--- src/rtl/twm_pkg.sv ---
package twm_pkg;
  localparam int BYTE_W = 8;
  localparam int CNT_W  = $clog2(BYTE_W + 1);

  typedef enum logic [3:0] {
    ST_IDLE, ST_DEVADDR, ST_DEVACK, ST_WORDADDR, ST_WORDACK,
    ST_WRDATA, ST_WRACK, ST_RDDATA, ST_RDACK, ST_WAITSTOP
  } state_t;

  typedef struct packed {
    logic clrCnt;
    logic shiftIn;
    logic shiftTx;
    logic loadAddr;
    logic wrByte;
    logic loadTx;
    logic incAddr;
    logic ackDrive;
    logic txDrive;
  } strobe_t;
endpackage

--- src/rtl/twm_sync.sv ---
module twm_sync #(
  parameter int STAGES = 2
) (
  input  logic clk,
  input  logic rstN,
  input  logic scl,
  input  logic sdaIn,
  output logic sclHigh,
  output logic sdaS,
  output logic sclRise,
  output logic sclFall,
  output logic startDet,
  output logic stopDet
);
  logic [STAGES-1:0] sclPipe, sdaPipe;
  logic sclQ, sdaQ;

  // bus idles high, so reset the samplers high as well
  always_ff @(posedge clk) begin
    if (!rstN) begin
      sclPipe <= '1;
      sdaPipe <= '1;
      sclQ    <= 1'b1;
      sdaQ    <= 1'b1;
    end else begin
      sclPipe <= {sclPipe[STAGES-2:0], scl};
      sdaPipe <= {sdaPipe[STAGES-2:0], sdaIn};
      sclQ    <= sclPipe[STAGES-1];
      sdaQ    <= sdaPipe[STAGES-1];
    end
  end

  assign sclHigh  = sclPipe[STAGES-1];
  assign sdaS     = sdaPipe[STAGES-1];
  assign sclRise  = sclHigh & ~sclQ;
  assign sclFall  = ~sclHigh & sclQ;
  assign startDet = sclHigh & sclQ & sdaQ & ~sdaS;
  assign stopDet  = sclHigh & sclQ & ~sdaQ & sdaS;
endmodule

--- src/rtl/twm_ctrl.sv ---
module twm_ctrl
  import twm_pkg::*;
(
  input  logic    clk,
  input  logic    rstN,
  input  logic    startDet,
  input  logic    stopDet,
  input  logic    sclRise,
  input  logic    sclFall,
  input  logic    sdaS,
  input  logic    rxFull,
  input  logic    txLast,
  input  logic    devMatch,
  input  logic    rwBit,
  output strobe_t stb
);
  state_t state, stateNext;
  logic   ackSeen;

  always_ff @(posedge clk) begin
    if (!rstN) begin
      state   <= ST_IDLE;
      ackSeen <= 1'b0;
    end else begin
      state <= stateNext;
      if (state == ST_RDACK && sclRise) ackSeen <= ~sdaS;
    end
  end

  always_comb begin
    stateNext    = state;
    stb          = '0;
    stb.ackDrive = (state == ST_DEVACK) || (state == ST_WORDACK) || (state == ST_WRACK);
    stb.txDrive  = (state == ST_RDDATA);
    if (stopDet) begin
      stateNext = ST_IDLE;
    end else if (startDet) begin
      stateNext  = ST_DEVADDR;
      stb.clrCnt = 1'b1;
    end else begin
      unique case (state)
        ST_DEVADDR, ST_WORDADDR, ST_WRDATA: begin
          if (sclRise && !rxFull) stb.shiftIn = 1'b1;
          if (sclFall && rxFull) begin
            stb.clrCnt = 1'b1;
            if (state == ST_DEVADDR) begin
              stateNext = devMatch ? ST_DEVACK : ST_IDLE;
            end else if (state == ST_WORDADDR) begin
              stb.loadAddr = 1'b1;
              stateNext    = ST_WORDACK;
            end else begin
              stb.wrByte = 1'b1;
              stateNext  = ST_WRACK;
            end
          end
        end
        ST_DEVACK: begin
          if (sclFall) begin
            stb.clrCnt = 1'b1;
            if (rwBit) begin
              stb.loadTx = 1'b1;
              stateNext  = ST_RDDATA;
            end else begin
              stateNext = ST_WORDADDR;
            end
          end
        end
        ST_WORDACK, ST_WRACK: begin
          if (sclFall) begin
            stb.clrCnt = 1'b1;
            stateNext  = ST_WRDATA;
          end
        end
        ST_RDDATA: begin
          if (sclFall) begin
            if (txLast) begin
              stb.clrCnt  = 1'b1;
              stb.incAddr = 1'b1;
              stateNext   = ST_RDACK;
            end else begin
              stb.shiftTx = 1'b1;
            end
          end
        end
        ST_RDACK: begin
          if (sclFall) begin
            if (ackSeen) begin
              stb.loadTx = 1'b1;
              stateNext  = ST_RDDATA;
            end else begin
              stateNext = ST_WAITSTOP;
            end
          end
        end
        default: ;
      endcase
    end
  end

  // a detected start always lands in address reception
  a_r1_start_restarts: assert property (@(posedge clk) disable iff (!rstN)
    startDet |=> (state == ST_DEVADDR));

  // a detected stop always lands in idle
  a_r1_stop_idles: assert property (@(posedge clk) disable iff (!rstN)
    stopDet |=> (state == ST_IDLE));

  // after a refused read byte no byte is reloaded without a new start
  a_r7_no_reload: assert property (@(posedge clk) disable iff (!rstN)
    (state == ST_WAITSTOP && !startDet) |=> (state != ST_RDDATA));
endmodule

--- src/rtl/twm_dpath.sv ---
module twm_dpath
  import twm_pkg::*;
#(
  parameter int         ADDR_W   = 8,
  parameter logic [3:0] DEV_TYPE = 4'b1010
) (
  input  logic              clk,
  input  logic              rstN,
  input  logic [2:0]        strap,
  input  logic              sdaS,
  input  strobe_t           stb,
  output logic              rxFull,
  output logic              txLast,
  output logic              devMatch,
  output logic              rwBit,
  output logic [ADDR_W-1:0] memAddr,
  output logic              memWe,
  output logic [BYTE_W-1:0] memWdata,
  input  logic [BYTE_W-1:0] memRdata,
  output logic              sdaPull
);
  localparam logic [CNT_W-1:0]  CNT_FULL = CNT_W'(BYTE_W);
  localparam logic [CNT_W-1:0]  CNT_LAST = CNT_W'(BYTE_W - 1);
  localparam logic [CNT_W-1:0]  CNT_ONE  = CNT_W'(1);
  localparam logic [ADDR_W-1:0] ADDR_ONE = ADDR_W'(1);

  logic [BYTE_W-1:0] shReg, txReg;
  logic [CNT_W-1:0]  bitCnt;
  logic [ADDR_W-1:0] wordAddr;

  always_ff @(posedge clk) begin
    if (!rstN) begin
      shReg    <= '0;
      txReg    <= '1;
      bitCnt   <= '0;
      wordAddr <= '0;
      memWe    <= 1'b0;
      memWdata <= '0;
    end else begin
      if (stb.clrCnt) bitCnt <= '0;
      else if (stb.shiftIn || stb.shiftTx) bitCnt <= bitCnt + CNT_ONE;

      if (stb.shiftIn) shReg <= {shReg[BYTE_W-2:0], sdaS};

      if (stb.loadTx) txReg <= memRdata;
      else if (stb.shiftTx) txReg <= {txReg[BYTE_W-2:0], 1'b1};

      memWe <= stb.wrByte;
      if (stb.wrByte) memWdata <= shReg;

      // step after the strobe cycle so memAddr holds the target during it
      if (stb.loadAddr) wordAddr <= shReg[ADDR_W-1:0];
      else if (memWe || stb.incAddr) wordAddr <= wordAddr + ADDR_ONE;
    end
  end

  assign rxFull   = (bitCnt == CNT_FULL);
  assign txLast   = (bitCnt == CNT_LAST);
  assign devMatch = (shReg[7:1] == {DEV_TYPE, strap});
  assign rwBit    = shReg[0];
  assign memAddr  = wordAddr;
  assign sdaPull  = stb.ackDrive | (stb.txDrive & ~txReg[BYTE_W-1]);

  // a write strobe lasts exactly one cycle
  a_r4_we_pulse: assert property (@(posedge clk) disable iff (!rstN)
    memWe |=> !memWe);

  // the word address steps by one right after every stored byte
  a_r4_addr_step: assert property (@(posedge clk) disable iff (!rstN)
    memWe |=> (memAddr == $past(memAddr) + ADDR_ONE));
endmodule

--- src/rtl/twm_slave.sv ---
module twm_slave
  import twm_pkg::*;
#(
  parameter int         ADDR_W      = 8,
  parameter int         SYNC_STAGES = 2,
  parameter logic [3:0] DEV_TYPE    = 4'b1010
) (
  input  logic              clk,
  input  logic              rstN,
  input  logic              scl,
  input  logic              sdaIn,
  input  logic [2:0]        strap,
  output logic              sdaPull,
  output logic [ADDR_W-1:0] memAddr,
  output logic              memWe,
  output logic [BYTE_W-1:0] memWdata,
  input  logic [BYTE_W-1:0] memRdata
);
  logic    sclHigh, sdaS, sclRise, sclFall, startDet, stopDet;
  logic    rxFull, txLast, devMatch, rwBit;
  strobe_t stb;

  twm_sync #(.STAGES(SYNC_STAGES)) u_sync (
    .clk(clk), .rstN(rstN), .scl(scl), .sdaIn(sdaIn),
    .sclHigh(sclHigh), .sdaS(sdaS), .sclRise(sclRise), .sclFall(sclFall),
    .startDet(startDet), .stopDet(stopDet)
  );

  twm_ctrl u_ctrl (
    .clk(clk), .rstN(rstN), .startDet(startDet), .stopDet(stopDet),
    .sclRise(sclRise), .sclFall(sclFall), .sdaS(sdaS),
    .rxFull(rxFull), .txLast(txLast), .devMatch(devMatch), .rwBit(rwBit),
    .stb(stb)
  );

  twm_dpath #(.ADDR_W(ADDR_W), .DEV_TYPE(DEV_TYPE)) u_dpath (
    .clk(clk), .rstN(rstN), .strap(strap), .sdaS(sdaS), .stb(stb),
    .rxFull(rxFull), .txLast(txLast), .devMatch(devMatch), .rwBit(rwBit),
    .memAddr(memAddr), .memWe(memWe), .memWdata(memWdata),
    .memRdata(memRdata), .sdaPull(sdaPull)
  );

  // the slave's drive never moves while the sampled clock stays high
  a_r5_sda_steady: assert property (@(posedge clk) disable iff (!rstN)
    (sclHigh && $past(sclHigh)) |-> $stable(sdaPull));
endmodule

--- config.mk ---
export PLATFORM = sky130hd
export DESIGN_NAME = twm_slave
export DESIGN_NICKNAME = d
export VERILOG_FILES = /design/src/rtl/twm_pkg.sv /design/src/rtl/twm_sync.sv /design/src/rtl/twm_ctrl.sv /design/src/rtl/twm_dpath.sv /design/src/rtl/twm_slave.sv
export SDC_FILE = /design/constraint.sdc
export NUM_CORES = 1
export LEC_CHECK = 0
export ABC_AREA = 0
export BUFFER_PORTS_ARGS = -buffer_cell sky130_fd_sc_hd__buf_2
export CAP_MARGIN = 10
export CELL_PAD_IN_SITES_DETAIL_PLACEMENT = 1
export CELL_PAD_IN_SITES_GLOBAL_PLACEMENT = 1
export CORE_MARGIN = 1
export CORE_UTILIZATION = 43
export DETAILED_ROUTE_END_ITERATION = 10
export GPL_TIMING_DRIVEN = 0
export PLACE_DENSITY_LB_ADDON = 0.15
export SLEW_MARGIN = 20
export SYNTH_ARGS = -nofsm -noshare
export SYNTH_HDL_FRONTEND = slang
export SYNTH_HIERARCHICAL = 1
export SYNTH_SLANG_ARGS = --single-unit
--- constraint.sdc ---
create_clock -name clk -period 2.9 [get_ports clk]
set_clock_uncertainty 0.05 [all_clocks]
set_input_delay 0.29 -clock clk [delete_from_list [all_inputs] [get_ports clk]]
set_output_delay 0.29 -clock clk [all_outputs]
set_load 0.01 [all_outputs]
After elaboration in Yosys (flattened, before gate mapping)
Index checks and enable logic that the tools add are counted.
Widths: inputs -> output; s select.
{"block": "totals", "regBits": 48, "wordCells": 114, "out_inout_bits": 18}
{"block": "op_classes", "reduce_logical": 20, "bitwise": 15, "n_mux": 41, "addsub": 2, "eq_ne": 23}
{"op": "$mux 4", "count": 8}
{"op": "$mux 8", "count": 4}
{"op": "$eq 4x3->1 const B", "count": 5}
{"op": "$pmux 4 s5", "count": 1}
{"op": "$mux 1", "count": 18}
{"op": "$reduce_and 7->1", "count": 2}
{"op": "$ne 3x2->1 const B", "count": 4}
{"op": "$mux 2", "count": 5}
{"op": "$reduce_or 3->1", "count": 3}
{"op": "$add 8x1->8 const B", "count": 1}
{"op": "$and 1x1->1", "count": 8}
{"op": "$eq 4x2->1 const B", "count": 2}
{"op": "$eq 4x4->1 const B", "count": 2}
{"op": "$ne 2x1->1 const B", "count": 4}
{"op": "$eq 7x7->1", "count": 1}
{"op": "$mux 7", "count": 1}
{"op": "$mux 6", "count": 1}
{"op": "$ne 3x3->1 const B", "count": 2}
{"op": "$not 1->1", "count": 6}
{"op": "$reduce_bool 6->1", "count": 1}
{"op": "$reduce_or 2->1", "count": 3}
{"op": "$reduce_bool 5->1", "count": 1}
{"op": "$add 4x1->4 const B", "count": 1}
{"op": "$eq 4x1->1 const B", "count": 1}
{"op": "9 further kinds", "count": 16}

Depth between registers and ports, before layout
Gate-level depths: netlist of the first run.
{"block": "logic_depth", "ltp_word": 10, "ltp_mapped": 10, "ltp_nobuf": 10}

Cells and area by module
The synthesis of the first run kept the hierarchy.
{"module": "twm_dpath", "instances": 1, "cells_each": 172, "area_each_um2": 1664.1}
{"module": "twm_ctrl", "instances": 1, "cells_each": 73, "area_each_um2": 520.5}
{"module": "twm_sync", "instances": 1, "cells_each": 16, "area_each_um2": 190.2}

Worst setup path after synthesis of the first run
OpenSTA, ideal clock, no wires.
{"block": "synth_timing", "path_kind": "reg-to-reg", "from": "register u_ctrl.state[0]", "to": "register u_dpath.txReg[1]", "t_arrival_ns": 1.900, "path_buffers": 2, "setup_slack_ns": 0.821, "setup_time_ns": 0.128, "period_less_slack_ns": 2.079, "stages_incl_launch_ff": 9, "t_required_ns": 2.722, "cell_sequence": "dfxtp_1 -> buf_4 -> nor2b_1 -> and3_1 -> nor3b_1 -> buf_2 -> mux2_2 -> mux2i_1 -> nand2_1"}
{"item": "start, declared", "line": "twm_ctrl.sv:17", "source": "state_t state, stateNext;"}
{"item": "start signal, assigned", "line": "twm_ctrl.sv:25", "source": "state <= stateNext;"}
{"item": "end signal, assigned", "line": "twm_dpath.sv:45", "source": "if (stb.loadTx) txReg <= memRdata;"}
{"item": "end signal, assigned", "line": "twm_dpath.sv:46", "source": "else if (stb.shiftTx) txReg <= {txReg[BYTE_W-2:0], 1'b1};"}
{"item": "end, declared", "line": "twm_dpath.sv:27", "source": "logic [BYTE_W-1:0] shReg, txReg;"}

==> out/results.tsv, run 1 <==
metric	value	unit
status	finished clean	
vias in the first global route	2051	
TritonCTS buffer count	5	
Util after Layout	0.527	
synthesis-to-finish area growth	15.5	%
met3 Resource Use GR	0.0479	
M2 GR Usage	0.342	
mapped cell area	0.00237	mm^2
WP data required	3.04	ns
Fin. Hold Viols	0	
Syn Inst Count	261	
Rows	26	
Final Wtd Congestion	0.841	
Chip Height	76.3	um
top cell type's share of synthesized area	0.405	
Final setup viols	0	
Final ANT Viol Nets	0	
Core Region	0.00520	mm^2
Final min period	2.59	ns
port bufs	32	
VDD IR max	0.000284	V
ratio of cells with drive above 1 in the final layout	0.199	
startpoint types	flop	
maxcap violations	0	
HP Class	primary input to flop	
Tcrit/Tclk final	0.892	
global route total overflow	0	
Clock Latency Late Sink	0.31	ns
initial antenna violation count	0	
number of synthesized flops with an enable pin	0	
# IOs	33	
Slew Limit Headroom	0.520	
vias	2013	
Placed Cells	363	
Seq/Total Area, Yosys	0.405	
clock-pin slew on the worst setup and hold paths	0.09	ns
Post-CTS Setup Bufs	0	
most frequent cells in the layout	dfxtp_1 (48), buf_2 (36), mux2i_1 (23)	
Worst Path Arrival	2.73	ns
LEAKAGE	0.00102	uW
die area	0.00582	mm^2
Synth area leader	dfxtp_1	
Main synth FF type	dfxtp_1	
top cells by area, synth	dfxtp_1 (40%), mux2i_1 (9.7%), nor2b_1 (5.5%), o21ai_0 (4.2%), mux2_2 (3.3%)	
Clock Root Buffer	clkbuf_8	
CTS Hold Bufs	0	
via-per-instance ratio	5.43	
fmax	0.387	GHz
drt first pass iters	4	
power per cell area	454	mW/mm^2
Initial Util	0.456	
Mean Syn Cell Area	9.10	um^2
critical setup path kind	flop to flop	
Post-Syn Nets	279	
fin cells	371	
unique cell type count in the Yosys netlist	55	
final-stage net count	318	
DRC	0	
H-tree Lvls	2	
setup TNS	0	ns
GR Util met1	0.285	
most common cell after layout, fill and taps aside	dfxtp_1	
Worst Max-Slew Pin Slew	0.702	ns
wire per inst	15.5	um
Yosys reg bits	48	
Synth warnings	6	
GRT Total Usage	0.217	
DPL Wire Length	4020	um
final WL	5740	um
R2R setup slack	0.31	ns
CTS resizes	0	
CTS tree	built	
fraction of registers with async set/reset	0	
Iteration-0 DRC Markers	154	
Max FO, Critical Path	10	
CTS Sinks	48	
RSZ-0062 raised after global routing	no	
Total Power	1240	uW
Final Max Tran Viols	0	
global-route wire length before repair	10000	um
CTS max path bufs	2	
GR peak layer	met2	
nature of the critical path endpoint	flop	
die width	76.3	um
Diodes inserted	0	
largest net degree at the start of global routing	17	
[synthesized netlist by cell type (2+ instances only)]
| library cell | number |
|---|---|
| buf_2 | 4 |
| dfxtp_1 | 48 |
| mux2_2 | 7 |
| nor2_1 | 15 |
| nor3_1 | 4 |
| inv_1 | 8 |
| nor2b_1 | 21 |
| nand2b_1 | 10 |
| nand3_1 | 5 |
| nand4_1 | 4 |
| nand2_1 | 16 |
| ha_1 | 3 |
| xnor2_1 | 4 |
| mux2i_1 | 23 |
| or3_1 | 5 |
| a31oi_1 | 5 |
| and3_1 | 3 |
| clkbuf_1 | 6 |
| xor2_1 | 5 |
| and4b_1 | 2 |
| and3b_1 | 2 |
| a21oi_1 | 9 |
| o21ai_0 | 20 |
[through the flow]
| stage | hold WS, ns | area [um^2] | setup WS, ns |
|---|---|---|---|
| floorplan | 0.313 | 2370 | 0.821 |
| global placement | 0.349 | 2620 | 0.482 |
| detailed placement | 0.350 | 2620 | 0.357 |
| CTS | 0.106 | 2740 | 0.334 |
| global route | 0.115 | 2740 | 0.111 |
| finish | 0.117 | 2740 | 0.314 |
[routing by layer]
layer  wire [um]  vias to the layer above
met5           0                        -
met4          91                        0
met3         238                        7
met2        2620                       47
met1        2790                      956
li1            -                     1003
[state kept, by name (all words and copies together), names as in the netlist]
signal and count:
u_dpath/memAddr 8, u_dpath/memWdata 8, u_dpath/shReg 8, u_dpath/txReg 8
u_ctrl/state 4, u_dpath/bitCnt 4, u_sync/sclPipe 2, u_sync/sdaPipe 2
u_ctrl/ackSeen 1, u_dpath/memWe 1, u_sync/sclQ 1, u_sync/sdaQ 1
[report_power, final]
group          internal (uW)  total (uW)  switching, uW
Sequential               663         667           3.94
Clock                    282         519            237
Combinational           25.6        59.0           33.3
Total                    971        1240            274
[critical path: stages (launching register included)]
cell and delay [ns]:
dfxtp_1 0.42, buf_4 0.20, nor2b_1 0.31, and3_1 0.30, nor3b_1 0.29, buf_2 0.29, mux2_2 0.36, mux2i_1 0.16
nand2_1 0.08
[cell families after synthesis]
logic type	after synthesis	synth area share
and+or+nand+nor	100	0.241
AOI/OAI and AO/OA	50	0.135
DFF	48	0.405
muxes	30	0.130
buffers and inverters	21	0.0400
xor gates and xnor gates	9	0.0332
adders and majority gates	3	0.0158
[path summary, 6_finish.rpt]
path	from	end	cells past startpoint
worst max-delay path	u_ctrl/state[0]	u_dpath/txReg[7]	8
worst min-delay path	sdaIn	u_sync/sdaPipe[0]	2
worst max register to register	u_ctrl/state[0]	u_dpath/txReg[7]	8
worst min register to register	u_sync/sdaPipe[0]	u_sync/sdaPipe[1]	1
[area by class of cell]
| cell class | count | area, um^2 |
|---|---|---|
| Multi-Input combinational cell | 192 | 1320 |
| Inverter | 9 | 33.8 |
| Fill cell | 640 | 2460 |
| Tap cell | 70 | 87.6 |
| Clock inverter | 2 | 38.8 |
| Sequential cell | 48 | 961 |
| Timing Repair Buffer | 32 | 160 |
| Clock buffer | 6 | 82.6 |
| Buffer | 12 | 61.3 |
Note: power is estimated with default switching activity, not from simulation.
==> run 2: changes to the inputs <==
clock period = 2.7 ns   (was 2.9 ns; I/O delays follow)
==> out/results.tsv, run 2 (synthesis gave the netlist of run 1 again) <==
metric	value	unit
status	finished clean	
Final min period	2.48	ns
Fin. Hold Viols	0	
port bufs	32	
LEAKAGE	0.00102	uW
Worst Path Arrival	2.62	ns
die area	0.00582	mm^2
Rows	26	
Clock Root Buffer	clkbuf_8	
final-stage net count	318	
clock-pin slew on the worst setup and hold paths	0.09	ns
multi-input combinational cell area	0.00132	mm^2
ratio of cells with drive above 1 in the final layout	0.206	
most common cell after layout, fill and taps aside	dfxtp_1	
top routing layer used	met4	
global-route wire length before repair	10000	um
Tcrit/Tclk final	0.918	
DPL Wire Length	4020	um
die width	76.3	um
largest net degree at the start of global routing	17	
drt first pass iters	4	
Diodes inserted	0	
Final ANT Viol Nets	0	
# IOs	33	
Clock Latency Late Sink	0.31	ns
final WL	5780	um
WP data required	2.84	ns
VDD IR max	0.000305	V
vias	2013	
Initial Util	0.456	
CTS Hold Bufs	0	
Final Wtd Congestion	0.841	
TritonCTS buffer count	5	
H-tree Lvls	2	
Sequential Area	961	um^2
setup TNS	0	ns
RSZ-0062 raised after global routing	no	
startpoint types	flop	
Core Region	0.00520	mm^2
DRC	0	
global route total overflow	0	
HP Class	primary input to flop	
CTS Sinks	48	
power per cell area	487	mW/mm^2
initial antenna violation count	0	
Chip Height	76.3	um
Max FO, Critical Path	10	
Slew Limit Headroom	0.502	
fmax	0.403	GHz
vias in the first global route	2051	
CTS tree	built	
Post-CTS Setup Bufs	0	
GRT Total Usage	0.217	
Iteration-0 DRC Markers	96	
Final Max Tran Viols	0	
CTS max path bufs	2	
WL met1	2800	um
via-per-instance ratio	5.43	
most frequent cells in the layout	dfxtp_1 (48), buf_2 (36), mux2i_1 (23)	
wire per inst	15.6	um
critical setup path kind	flop to flop	
Final setup viols	0	
nature of the critical path endpoint	flop	
synthesis-to-finish area growth	15.7	%
Filler Cells Inserted	640	
Worst Max-Slew Pin Slew	0.728	ns
maxcap violations	0	
met3 WL post-DR	232	um
Util after Layout	0.528	
WL met2	2660	um
CTS resizes	0	
[run 2: critical path: stages (launching register included)]
cell,delay (ns)
dfxtp_1,0.42
buf_4,0.20
nor2b_2,0.23
and3_1,0.28
nor3b_1,0.28
buf_2,0.29
mux2_2,0.36
mux2i_1,0.16
nand2_1,0.08
[run 2: stage by stage]
step                instances  power, uW  cell area, um^2  hold WS (ns)  setup WS, ns
finish                    371       1340             2750        0.0962         0.221
global route              371       1390             2750        0.0953        0.0195
CTS                       371       1350             2740        0.0863         0.134
detailed placement        363        796             2620         0.350         0.157
global placement          363        795             2620         0.349         0.282
floorplan                 261        770             2370         0.293         0.621
[run 2: path summary, 6_finish.rpt]
kind                startpoint  cells after the start           endpoint  slack (ns)
max            u_ctrl/state[0]                      8   u_dpath/txReg[7]        0.22
min                      sdaIn                      2  u_sync/sdaPipe[0]         0.1
max reg2reg    u_ctrl/state[0]                      8   u_dpath/txReg[7]        0.22
min reg2reg  u_sync/sdaPipe[0]                      1  u_sync/sdaPipe[1]        0.39
[run 2: final cells by class]
| type | count | area share |
|---|---|---|
| Sequential cell | 48 | 0.350 |
| Buffer | 12 | 0.0228 |
| Clock inverter | 2 | 0.0141 |
| Timing Repair Buffer | 32 | 0.0583 |
| Tap cell | 70 | 0.0319 |
| Inverter | 9 | 0.0123 |
| Clock buffer | 6 | 0.0301 |
| Multi-Input combinational cell | 192 | 0.481 |
[run 2: layer usage]
metal	vias to the layer above	GRT usage
li1	1005	-
met1	960	0.285
met2	41	0.342
met3	7	0.0479
met4	0	0.0942
met5	-	0
[run 2: power by group]
group	total (uW)	internal [uW]	switching, uW	leakage (uW)
Combinational	63.5	27.8	35.7	0.000571
Clock	559	303	256	0.0000614
Sequential	716	712	4.23	0.000388
Total	1340	1040	296	0.00102
==> run 3: changes to the inputs <==
BUFFER_PORTS_ARGS = -buffer_cell sky130_fd_sc_hd__buf_4   (was -buffer_cell sky130_fd_sc_hd__buf_2)
==> out/results.tsv, run 3 (synthesis gave the netlist of run 1 again) <==
metric	value	unit
status	finished clean	
Post-CTS Setup Bufs	0	
DPL Wire Length	4070	um
Rows	26	
RSZ-0062 raised after global routing	no	
synthesis-to-finish area growth	19.9	%
ratio of cells with drive above 1 in the final layout	0.203	
Filler Cells Inserted	642	
startpoint types	flop	
Cell Int Power	1120	uW
Crit path buffers/inverters	1	
Final Wtd Congestion	0.875	
ordered cell list for the critical path	buf_4 > nor2b_1 > and3_1 > and4_1 > o2111ai_2 > or3_1 > a31oi_1	
initial antenna violation count	0	
drt first pass iters	4	
VDD IR max	0.000297	V
Core Region	0.00520	mm^2
DP Worst Slack	0.239	ns
global-route wire length before repair	9980	um
Chip Height	76.3	um
Final setup viols	0	
Clock Latency Late Sink	0.31	ns
r2r startpoint	u_ctrl/state[0]	
Switching Share	0.214	
LEAKAGE	0.00103	uW
Final ANT Viol Nets	0	
worst reg2reg path depth	7	
CTS max path bufs	2	
wire per inst	15.6	um
vias	2090	
final WL	5780	um
Worst Path Arrival	2.72	ns
via-per-instance ratio	5.63	
cell family with most CP delay	simple AND/OR/NAND/NOR gates	
Hold Path Cell Cnt	2	
Diodes inserted	0	
die width	76.3	um
Worst Max-Slew Pin Slew	0.629	ns
setup TNS	0	ns
# IOs	33	
Tcrit/Tclk final	0.938	
maxcap violations	0	
fmax	0.395	GHz
vias in the first global route	2120	
Setup WS post-layout	0.166	ns
Worst Hold Path EP	u_sync/sclPipe[0]	
R2R setup slack	0.17	ns
CTS Sinks	48	
HP Class	primary input to flop	
CTS tree	built	
final-stage net count	318	
Clock Root Buffer	clkbuf_8	
Comb power frac	0.049	
most frequent cells in the layout	dfxtp_1 (48), buf_4 (33), mux2i_1 (23)	
GRT Total Usage	0.212	
fin cells	371	
Reg power frac	0.504	
clock-pin slew on the worst setup and hold paths	0.09	ns
nature of the critical path endpoint	flop	
multi-input combinational cell area	0.00133	mm^2
largest net degree at the start of global routing	17	
critical setup path kind	flop to flop	
Max FO, Critical Path	10	
Sequential Area	961	um^2
clock share of power	0.447	
port bufs	32	
Util after Layout	0.547	
Iteration-0 DRC Markers	88	
worst reg2reg endpoint	u_dpath/memAddr[5]	
Fin. Hold Viols	0	
H-tree Lvls	2	
WP data required	2.88	ns
Max stage delay on crit path	0.42	ns
Placed Cells	363	
Slew Limit Headroom	0.577	
DRC	0	
power per cell area	500	mW/mm^2
global route total overflow	0	
Initial Util	0.456	
sw power	304	uW
slowest CP cell	dfxtp_1	
Final min period	2.53	ns
TritonCTS buffer count	5	
most common cell after layout, fill and taps aside	dfxtp_1	
die area	0.00582	mm^2
Final Max Tran Viols	0	
HP Start	scl	
==> run 3: timing repair <==
action	CTS	global route
setup endpoints to repair	0	17
gates resized for setup	0	2
hold buffers	0	0
==> run 3: power groups by stage <==
stage / clock network, uW / registers [uW] / logic, uW
finish: 636 / 716 / 70.0
floorplan: 0 / 731 / 38.2
detailed placement: 0 / 733 / 69.2
global placement: 0 / 733 / 68.2
global route: 676 / 717 / 76.9
CTS: 654 / 716 / 69.8
==> run 3: cell type report <==
class                   instances  share of cell area
well taps                      70              0.0308
inverters                       9              0.0119
plain buffers                  12              0.0215
clock buffers                   5              0.0242
flip-flops and latches         48               0.338
repair buffers                 32              0.0844
multi-input cells             192               0.465
clock inverters                 3              0.0242
==> run 3: worst reg2reg max path, stage by stage (launching register included) <==
cell       delay (ns)
dfxtp_1          0.42
buf_4            0.20
nor2b_1          0.29
and3_1           0.29
and4_1           0.37
o2111ai_2        0.24
or3_1            0.41
a31oi_1          0.19
==> run 3: how the worst max path moves through the flow <==
stage                    startpoint                  to  slack [ns]  cells after the start
floorplan           u_ctrl/state[0]    u_dpath/txReg[1]        0.62                      8
global placement    u_ctrl/state[0]   u_dpath/bitCnt[2]        0.28                      8
detailed placement  u_ctrl/state[0]  u_dpath/memAddr[5]        0.24                      7
CTS                 u_ctrl/state[0]   u_dpath/bitCnt[2]        0.12                      8
global route        u_ctrl/state[1]  u_dpath/memAddr[5]        0.01                      6
finish              u_ctrl/state[0]  u_dpath/memAddr[5]        0.17                      7
==> run 3: metal layers <==
metal	global-route usage	vias up	part of all wire
met4	0.0942	0	0.016
met2	0.332	53	0.46
li1	-	1006	-
met3	0.0455	11	0.042
met5	0	-	0
met1	0.279	1020	0.49
==> run 3: metrics by stage <==
stage	power (uW)	hold slack [ns]	cell area, um^2
global route	1470	0.0774	2850
detailed placement	802	0.348	2700
floorplan	770	0.293	2370
finish	1420	0.0908	2850
CTS	1440	0.0868	2840
global placement	801	0.349	2700
